**src/rtl/pcf_pkg.sv**
```systemverilog
package pcf_pkg;

    localparam int PIX_W  = 24;
    localparam int CTL_W  = 3;
    localparam int DE_BIT = 2;
    localparam int SMP_W  = PIX_W + CTL_W;

    typedef enum logic [1:0] {
        WD_10 = 2'b00,
        WD_12 = 2'b01,
        WD_18 = 2'b10,
        WD_24 = 2'b11
    } width_e;

    typedef enum logic [1:0] {
        CM_NONE = 2'b00,
        CM_RSVD = 2'b01,
        CM_EVEN = 2'b10,
        CM_ALL  = 2'b11
    } ctl_mode_e;

    typedef enum logic [1:0] {
        ST_ARM,
        ST_WAIT,
        ST_RUN
    } align_state_e;

    function automatic logic [PIX_W-1:0] width_mask(input width_e w);
        logic [PIX_W-1:0] m;
        unique case (w)
            WD_10:   m = PIX_W'((1 << 10) - 1);
            WD_12:   m = PIX_W'((1 << 12) - 1);
            WD_18:   m = PIX_W'((1 << 18) - 1);
            default: m = '1;
        endcase
        return m;
    endfunction

endpackage

```
**src/rtl/pcf_edge_sampler.sv**
```systemverilog
module pcf_edge_sampler #(
    parameter int W = 27
) (
    input  logic         clk,
    input  logic         rst_n,
    input  logic         sel_rise,
    input  logic [W-1:0] din,
    output logic [W-1:0] smp,
    output logic         smp_vld
);

    logic [W-1:0] cap_r;
    logic [W-1:0] cap_f;
    logic         vld_r;
    logic         vld_f;

    // capture on the rising edge
    always_ff @(posedge clk or negedge rst_n) begin
        if (!rst_n) begin
            cap_r <= '0;
            vld_r <= 1'b0;
        end else begin
            cap_r <= din;
            vld_r <= 1'b1;
        end
    end

    // capture on the falling edge
    always_ff @(negedge clk or negedge rst_n) begin
        if (!rst_n) begin
            cap_f <= '0;
            vld_f <= 1'b0;
        end else begin
            cap_f <= din;
            vld_f <= 1'b1;
        end
    end

    assign smp     = sel_rise ? cap_r : cap_f;
    assign smp_vld = sel_rise ? vld_r : vld_f;

endmodule

```
**src/rtl/pcf_align_fsm.sv**
```systemverilog
module pcf_align_fsm
    import pcf_pkg::*;
(
    input  logic clk,
    input  logic rst_n,
    input  logic smp_vld,
    input  logic de,
    output logic emit,
    output logic de_rise
);

    align_state_e state_q;
    align_state_e state_d;
    logic         prev_de_q;

    // state register
    always_ff @(posedge clk or negedge rst_n) begin
        if (!rst_n) begin
            state_q   <= ST_ARM;
            prev_de_q <= 1'b0;
        end else begin
            state_q <= state_d;
            if (smp_vld) begin
                prev_de_q <= de;
            end
        end
    end

    // transitions: ARM->WAIT on first sample, WAIT->RUN on level change
    always_comb begin
        state_d = state_q;
        unique case (state_q)
            ST_ARM:  if (smp_vld) state_d = ST_WAIT;
            ST_WAIT: if (smp_vld && (de != prev_de_q)) state_d = ST_RUN;
            ST_RUN:  state_d = ST_RUN;
            default: state_d = ST_ARM;
        endcase
    end

    // outputs
    always_comb begin
        emit = 1'b0;
        unique case (state_q)
            ST_ARM:  emit = 1'b0;
            ST_WAIT: emit = smp_vld && (de != prev_de_q);
            ST_RUN:  emit = smp_vld;
            default: emit = 1'b0;
        endcase
        de_rise = de & ~prev_de_q;
    end

endmodule

```
**src/rtl/pcf_ctl_gate.sv**
```systemverilog
module pcf_ctl_gate
    import pcf_pkg::*;
(
    input  logic      clk,
    input  logic      rst_n,
    input  logic      emit,
    input  logic      de_rise,
    input  ctl_mode_e mode,
    output logic      present
);

    logic even_q;
    logic cur_even;

    assign cur_even = de_rise | even_q;

    always_ff @(posedge clk or negedge rst_n) begin
        if (!rst_n) begin
            even_q <= 1'b1;
        end else if (emit) begin
            even_q <= ~cur_even;
        end
    end

    always_comb begin
        present = 1'b0;
        unique case (mode)
            CM_ALL:  present = emit;
            CM_EVEN: present = emit & cur_even;
            CM_RSVD: present = 1'b0;
            default: present = 1'b0;
        endcase
    end

endmodule

```
**src/rtl/pix_capture_fmt.sv**
```systemverilog
module pix_capture_fmt
    import pcf_pkg::*;
#(
    parameter int PIN_W = 24
) (
    input  logic             px_clk,
    input  logic             rst_n,
    input  logic             cfg_rise_edge,
    input  logic [1:0]       cfg_width,
    input  logic [1:0]       cfg_ctl_mode,
    input  logic [PIX_W-1:0] px_data,
    input  logic [CTL_W-1:0] px_ctl,
    output logic             out_valid,
    output logic [PIX_W-1:0] out_word,
    output logic [CTL_W-1:0] out_ctl,
    output logic             out_ctl_present
);

    logic [PIX_W-1:0] data_lim;
    logic [SMP_W-1:0] smp;
    logic             smp_vld;
    logic             emit;
    logic             de_rise;
    logic             present;
    logic [PIX_W-1:0] masked;

    // bits beyond the physical pins read as zero
    for (genvar i = 0; i < PIX_W; i++) begin : g_pin
        if (i < PIN_W) begin : g_keep
            assign data_lim[i] = px_data[i];
        end else begin : g_zero
            assign data_lim[i] = 1'b0;
        end
    end

    pcf_edge_sampler #(.W(SMP_W)) i_sampler (
        .clk     (px_clk),
        .rst_n   (rst_n),
        .sel_rise(cfg_rise_edge),
        .din     ({px_ctl, data_lim}),
        .smp     (smp),
        .smp_vld (smp_vld)
    );

    pcf_align_fsm i_align (
        .clk    (px_clk),
        .rst_n  (rst_n),
        .smp_vld(smp_vld),
        .de     (smp[PIX_W+DE_BIT]),
        .emit   (emit),
        .de_rise(de_rise)
    );

    pcf_ctl_gate i_gate (
        .clk    (px_clk),
        .rst_n  (rst_n),
        .emit   (emit),
        .de_rise(de_rise),
        .mode   (ctl_mode_e'(cfg_ctl_mode)),
        .present(present)
    );

    assign masked = smp[PIX_W-1:0] & width_mask(width_e'(cfg_width));

    always_ff @(posedge px_clk or negedge rst_n) begin
        if (!rst_n) begin
            out_valid       <= 1'b0;
            out_word        <= '0;
            out_ctl         <= '0;
            out_ctl_present <= 1'b0;
        end else begin
            out_valid       <= emit;
            out_word        <= emit ? masked : '0;
            out_ctl         <= present ? smp[SMP_W-1:PIX_W] : '0;
            out_ctl_present <= present;
        end
    end

endmodule

```
**config.mk**
```make
export PLATFORM = sky130hd
export DESIGN_NAME = pix_capture_fmt
export DESIGN_NICKNAME = d
export VERILOG_FILES = /design/src/rtl/pcf_pkg.sv /design/src/rtl/pcf_edge_sampler.sv /design/src/rtl/pcf_align_fsm.sv /design/src/rtl/pcf_ctl_gate.sv /design/src/rtl/pix_capture_fmt.sv
export SDC_FILE = /design/constraint.sdc
export NUM_CORES = 1
export LEC_CHECK = 0
export BUFFER_PORTS_ARGS = -buffer_cell sky130_fd_sc_hd__buf_2
export CORE_MARGIN = 5
export CORE_UTILIZATION = 52
export CTS_CLUSTER_SIZE = 28
export DETAILED_ROUTE_END_ITERATION = 8
export PLACE_DENSITY_LB_ADDON = 0.25
export SLEW_MARGIN = 25
export SYNTH_ARGS = -nofsm -noshare
export SYNTH_HDL_FRONTEND = slang
export SYNTH_SLANG_ARGS = --single-unit
```
**constraint.sdc**
```tcl
create_clock -name px_clk -period 2.2 [get_ports px_clk]
set_clock_uncertainty 0.2 [all_clocks]
set_input_delay 0.22 -clock px_clk [delete_from_list [all_inputs] [get_ports px_clk]]
set_output_delay 0.22 -clock px_clk [all_outputs]
set_load 0.005 [all_outputs]
```
# --- Word level (Yosys, flattened, before mapping) ---
# Cells that the tools add are included.
totals:
  wordCells: 40
  out_inout_bits: 29
  regBits: 89
op_classes:
  n_reduce_logical: 4
  n_bitwise: 6
  n_mux: 10
  eq_ne: 9
ops:
  columns: ["operator", "count"]
  rows:
  - ["$pmux 24 s3", 1]
  - ["$mux 27", 1]
  - ["$and 24x24->24", 1]
  - ["$mux 24", 1]
  - ["$eq 2x2->1 const B", 4]
  - ["$pmux 2 s3", 1]
  - ["$eq 2x1->1 const B", 2]
  - ["$logic_not 2->1", 2]
  - ["$mux 2", 2]
  - ["$ne 2x1->1 const B", 2]
  - ["$pmux 1 s2", 2]
  - ["$mux 3", 1]
  - ["$and 1x1->1", 2]
  - ["$not 1->1", 2]
  - ["$reduce_and 2->1", 1]
  - ["$logic_and 1x1->1", 1]
  - ["$mux 1", 1]
  - ["$ne 1x1->1", 1]
  - ["$or 1x1->1", 1]

# --- Depth between registers and ports, before layout ---
# Gate-level depths: netlist (run 1).
depth:
  ltp_word: 7
  depth_mapped: 9
  depth_no_buf: 8

# --- Modules after synthesis ---
# Synthesis (run 1) repeated with hierarchy kept, for this count alone.
hier_totals:
  hier_cells: 175
  area_unflattened_um2: 3040.4
by_module_without_submodules:
  columns: ["module", "area_each_um2", "seq_area_each_um2", "cells_per_inst", "n_inst"]
  rows:
  - ["pcf_edge_sampler", 1846.8, 1401.3, 88, 1]
  - ["pix_capture_fmt", 937.1, 725.7, 59, 1]
  - ["pcf_align_fsm", 205.2, 75.1, 24, 1]
  - ["pcf_ctl_gate", 51.3, 26.3, 4, 1]

==> results of run 1 <==
## metal layers
metal / up-vias / GRT usage [%] / wire (um)
met2: 52 / 23.9 / 2360
met5: - / 0 / 0
met3: 12 / 4.71 / 320
met1: 836 / 20.5 / 2030
met4: 0 / 9.21 / 142
li1: 797 / - / -
## final cells by class
class | instances | area [sq um] | area share [%]
well taps | 72 | 90.1 | 2.27
multi-input cells | 76 | 683 | 17.2
inverters | 8 | 36.3 | 0.914
clock inverters | 3 | 23.8 | 0.599
flip-flops and latches | 89 | 2230 | 56.1
repair buffers | 105 | 748 | 18.9
clock buffers | 13 | 159 | 4.00
## metrics by stage
step / instance area (sq um) / total power, W / setup TNS [ns] / instances
CTS: 3930 / 0.00353 / -17.99 / 365
finish: 3970 / 0.00353 / -19.60 / 366
global placement: 3370 / 0.00241 / -17.69 / 316
global route: 3970 / 0.00373 / -22.66 / 366
floorplan: 2910 / 0.00220 / -17.48 / 177
detailed placement: 3370 / 0.00243 / -18.39 / 316
## worst reg2reg max path, cell delays in order, from the launching register on
cell and delay (ns):
dfrtn_1 0.34, mux2i_2 0.17, inv_1 0.10, ha_4 0.28, buf_4 0.11, inv_4 0.03
o2bb2ai_4 0.13, mux2_4 0.30
## how the worst max path moves through the flow
stage                             start            endpoint  slack (ns)  cells past startpoint
floorplan           i_sampler.cap_f[26]          out_ctl[0]       -0.59                      8
global placement    i_sampler.cap_f[26]        out_word[17]       -0.59                      8
detailed placement  i_sampler.cap_f[26]        out_word[17]       -0.61                      8
CTS                 i_sampler.cap_f[26]         out_word[8]       -0.60                      7
global route        i_sampler.cap_f[26]          out_ctl[1]       -0.76                      8
finish              i_sampler.cap_f[26]  i_align.state_q[0]       -0.67                      7
## where the power goes
part           internal, W  switching [W]  total [W]
logic             0.000338       0.000328   0.000666
clock network     0.000477       0.000524    0.00100
registers          0.00180      0.0000613    0.00186
total              0.00261       0.000913    0.00353
## cell families after synthesis
kind of cell,count (synthesis),share of synthesized area (%)
adder cells (fa/ha/maj),5,2.18
AO/OA/AOI/OAI,5,2.26
other,1,0.131
multiplexers,30,10.7
buffers and inverters,12,2.00
AND/OR/NAND/NOR,34,5.14
flip-flops,89,77.6
## repair_timing
action	in CTS	in global routing
setup endpoints to repair	33	33
hold buffers	32	0
setup buffers	1	1
gates resized for setup	8	11
endpoints found under the hold margin	104	0
pin swaps	12	2
## state kept, by name (all words and copies together) (netlist names)
register and count:
i_sampler.vld_f 1, i_sampler.vld_r 1, i_align.state_q 2, i_gate.even_q 1, out_ctl_present 1, out_ctl 3
i_sampler.cap_f 27, i_sampler.cap_r 27, out_valid 1, i_align.prev_de_q 1, out_word 24
## synth_stat cells, drive strengths merged
cell type  count
o2bb2ai        1
nor2b          1
o211ai         1
a21oi          1
conb           1
nand2          1
mux2           3
dfrtp         60
inv            7
nor3           3
o311ai         1
buf            4
mux2i         27
dfrtn         28
dfstp          1
nor2          28
nand3          1
ha             5
a21o           1
clkinv         1
==> run_results.csv, run 1 <==
group,metric,value,unit
layout,syn_to_final_growth,38.2,%
synth,synth_area_leader_cell,"dfrtp_1",
synth,synth.avg_cell_area,16.3,sq um
clock_network,insertion_delay,0.34,ns
power,leakagePower,2.04,nW
layout,final_nets,328,
clock_network,path_clk_slew,0.08,ns
clock_network,cts-root-buf,"clkbuf_8",
grt,grt_max_degree,39,
clock_network,cts_buffers,9,
timing,setup_viol,33,
floorplan,initial_utilization,52.8,%
outcome,failed_checks,"negative setup slack",
routing,antenna_left,0,
layout,fin_util,73.0,%
critical_path,regToRegSetupSlack,-0.67,ns
grt,grt_pass1_vias,1787,
floorplan,die_w,84.3,um
synth,postSynthCellCount,176,
layout,layout_common_cells,"buf_2, dfrtp_1, dlygate4sd3_1, dfrtn_1, mux2i_1",
critical_path,cp.required,2.23,ns
grt,grt_usage,15.9,%
routing,drc,0,
critical_path,cp-end-kind,"register",
routing,routed_wl,4.85,mm
floorplan,rows,27,
layout,final_common_cell,"buf_2",
place,place_congestion,0.680,
synth,synth_top_area_share,52.3,%
critical_path,slowest_delay,0.34,ns
routing,drt_iter0_drc,65,
critical_path,reg2regPathDepth,7,
synth,synth-seq-cells,89,
synth,syn-cell-area,2870,sq um
layout,drive_above_1_share,37.8,%
clock_network,clockBufferDepth,2,
floorplan,core-area,5440,sq um
critical_path,crit_type,"reg2reg",
floorplan,die_y,84.3,um
critical_path,crit_buf_inv,3,
synth,yosysUniqueCellTypes,24,
timing,drv_slew,0,
critical_path,crit_path_top_delay_cell,"dfrtn_1",
grt,grt_overflow_total,0,
job,cap_violations,0,
place,pre_cts_slack,-0.608,ns
clock_network,h-tree-depth,3,
clock_network,cts_tree,"yes",
floorplan,ioPinCount,63,
critical_path,cp.arrival,2.90,ns
place,place.port_buffers,62,
timing,fin_ws,-0.668,ns
power,p_per_area,888,nW/um^2
routing,wl_per_cell,13.3,um
timing,rsz0062_at_grt,"yes",
routing,firstDrtPassIters,4,
synth,ys_top_cells_by_area,"dfrtp_1, dfrtn_1, mux2i_1",
routing,via_per_inst,4.64,
synth,ys_warn_count,0,
critical_path,startpoint_type,"register",
timing,hold_violations,0,
synth,yosysSeqAreaShare,77.6,%
layout,diodes,0,
layout,fillers,361,
routing,vias,1697,
critical_path,path_cells,"mux2i_2, inv_1, ha_4, buf_4, inv_4, o2bb2ai_4, mux2_4",
grt,grt_first_pass_wirelength,8.65,mm
place,place_hpwl,3.08,mm
power,peakVddDrop,0.661,mV
critical_path,r2r_end,"i_align.state_q[0]",
clock_network,cts.sinks,89,
critical_path,cp_max_fo,2,
critical_path,r2r-start,"i_sampler.cap_f[26]",
outcome,outcome,"complete, but fails checks",
grt,antenna_found_initial,0,
critical_path,cp_top_family,"multiplexers",
timing,hold_slack,0.0243,ns
worst_hold_path,hold_class,"in2async",
floorplan,die_area,7110,sq um
No activity file was read; power rests on OpenSTA's default activity.
==> run 2, diff against run 1 <==
- CORE_UTILIZATION: 52 -> 56
- clock period: 2.2 -> 3.5 ns (I/O delays scaled with it)
==> run 2 against run 1 <==
The flow now finishes without violations. Global-route usage rose by 1.7 points. Total power fell by 36%. Utilization rose by 3.5 points. Non-clock buffer count fell by 9. Wire length rose by 4.3%. Combinational power fell by 44%. Critical endpoint is now out_ctl[1].
==> run_results.csv, run 2 (synthesis gave the netlist of run 1 again) <==
group,metric,value,unit
outcome,outcome,"complete, no violations",
power,leakagePower,2.00,nW
routing,via_per_inst,4.61,
grt,grt_overflow_total,0,
clock_network,clockBufferDepth,2,
place,place_congestion,0.676,
layout,syn_to_final_growth,34.3,%
clock_network,cts-root-buf,"clkbuf_8",
critical_path,cp.arrival,3.49,ns
power,p_per_area,581,nW/um^2
critical_path,cp.required,3.51,ns
clock_network,cts_tree,"yes",
layout,final_nets,319,
power,p_total,0.00224,W
layout,final_common_cell,"buf_2",
power,combPwrFrac,16.7,%
power,p_int,0.00167,W
place,place_hpwl,3.06,mm
grt,grt_first_pass_wirelength,8.40,mm
clock_network,cts_buffers,9,
clock_network,h-tree-depth,3,
timing,setup_viol,0,
floorplan,rows,26,
place,dpl_cell_area,3300,sq um
critical_path,cp_max_fo,4,
floorplan,core-area,5040,sq um
critical_path,crit_type,"reg2reg",
power,power_frac_seq,52.1,%
timing,rsz0062_at_grt,"yes",
power,p_switching,0.000566,W
layout,diodes,0,
clock_network,insertion_delay,0.34,ns
place,place.port_buffers,62,
grt,grt_max_degree,90,
routing,vias,1635,
critical_path,cp-end-kind,"register",
critical_path,startpoint_type,"register",
routing,antenna_left,0,
routing,drt_iter0_drc,100,
clock_network,cts.sinks,89,
layout,layout_common_cells,"buf_2, dfrtp_1, dlygate4sd3_1, dfrtn_1, mux2i_1",
floorplan,die_area,6660,sq um
routing,wl_per_cell,14.3,um
routing,firstDrtPassIters,4,
power,p_clk_share,31.3,%
timing,tns,0,ns
job,cap_violations,0,
power,peakVddDrop,0.421,mV
layout,top_regs,"i_sampler.cap_f x27, i_sampler.cap_r x27, out_word x24",
floorplan,ioPinCount,63,
floorplan,initial_utilization,57.0,%
layout,fin_area,3860,sq um
timing,hold_violations,0,
worst_hold_path,hold_class,"in2reg",
grt,grt_usage,17.5,%
floorplan,die_y,81.6,um
clock_network,path_clk_slew,0.08,ns
floorplan,die_w,81.6,um
power,p_sw_share,25.3,%
layout,drive_above_1_share,36.1,%
grt,antenna_found_initial,0,
routing,drc,0,
timing,drv_slew,0,
routing,routed_wl,5.06,mm
grt,grt_pass1_vias,1816,
## run 2: what timing repair did
item	CTS	global route
setup endpoints to repair	19	21
setup buffers	1	0
hold buffers	28	0
pin swaps	1	9
gates resized for setup	9	5
hold endpoints to repair	87	0
## run 2: final timing paths
| kind | depth (start not counted) | start | to | slack [ns] |
|---|---|---|---|---|
| worst max-delay path | 8 | i_sampler.cap_f[26] | out_ctl[1] | 0.02 |
| worst min-delay path | 3 | cfg_ctl_mode[1] | out_ctl_present | 0.1 |
| worst max register to register | 8 | i_sampler.cap_f[26] | out_ctl[1] | 0.02 |
| worst min register to register | 2 | i_sampler.cap_r[9] | out_word[9] | 0.30 |
| max in group asynchronous | 3 | rst_n | i_sampler.cap_f[18] | 0.70 |
| min in group asynchronous | 3 | rst_n | i_align.state_q[0] | 0.38 |
## run 2: worst max-delay path: stages, from the launching register on
cell and delay (ns):
dfrtn_1 0.32, mux2i_1 0.16, inv_1 0.10, ha_4 0.28, nor2b_2 0.04, o211ai_4 0.23
inv_4 0.09, o311ai_4 0.10, nor2_1 0.09
## run 2: cell type report
class	count	area (sq um)
clock buffer	11	151
fill	297	1180
sequential	89	2230
tap	70	87.6
timing repair buffer	96	654
clock inverter	5	53.8
multi-input combinational	76	648
inverter	8	33.8
## run 2: metrics by stage
step,hold slack [ns],setup WS (ns),utilization (%),instances
after CTS,0.0788,0.0127,76.3,355
after floorplan,-0.146,0.0147,-,177
final,0.0962,0.0214,76.5,355
after global placement,0.216,-0.0469,65.5,310
after global routing,0.0918,-0.101,76.5,355
after detailed placement,0.217,-0.137,65.5,310
## run 2: layer usage
metal	GRT usage [%]	up-vias	routed length, um
met5	0	-	0
met4	7.97	0	84
met3	5.92	9	269
met2	30.2	40	2740
met1	19.7	809	1970
li1	-	777	-
## run 2: power groups by stage
stage / clock, W / sequential [W] / combinational (W)
finish: 0.000700 / 0.00117 / 0.000373
global placement: 0 / 0.00118 / 0.000318
CTS: 0.000714 / 0.00117 / 0.000378
global route: 0.000771 / 0.00118 / 0.000418
floorplan: 0 / 0.00119 / 0.000183
detailed placement: 0 / 0.00118 / 0.000329
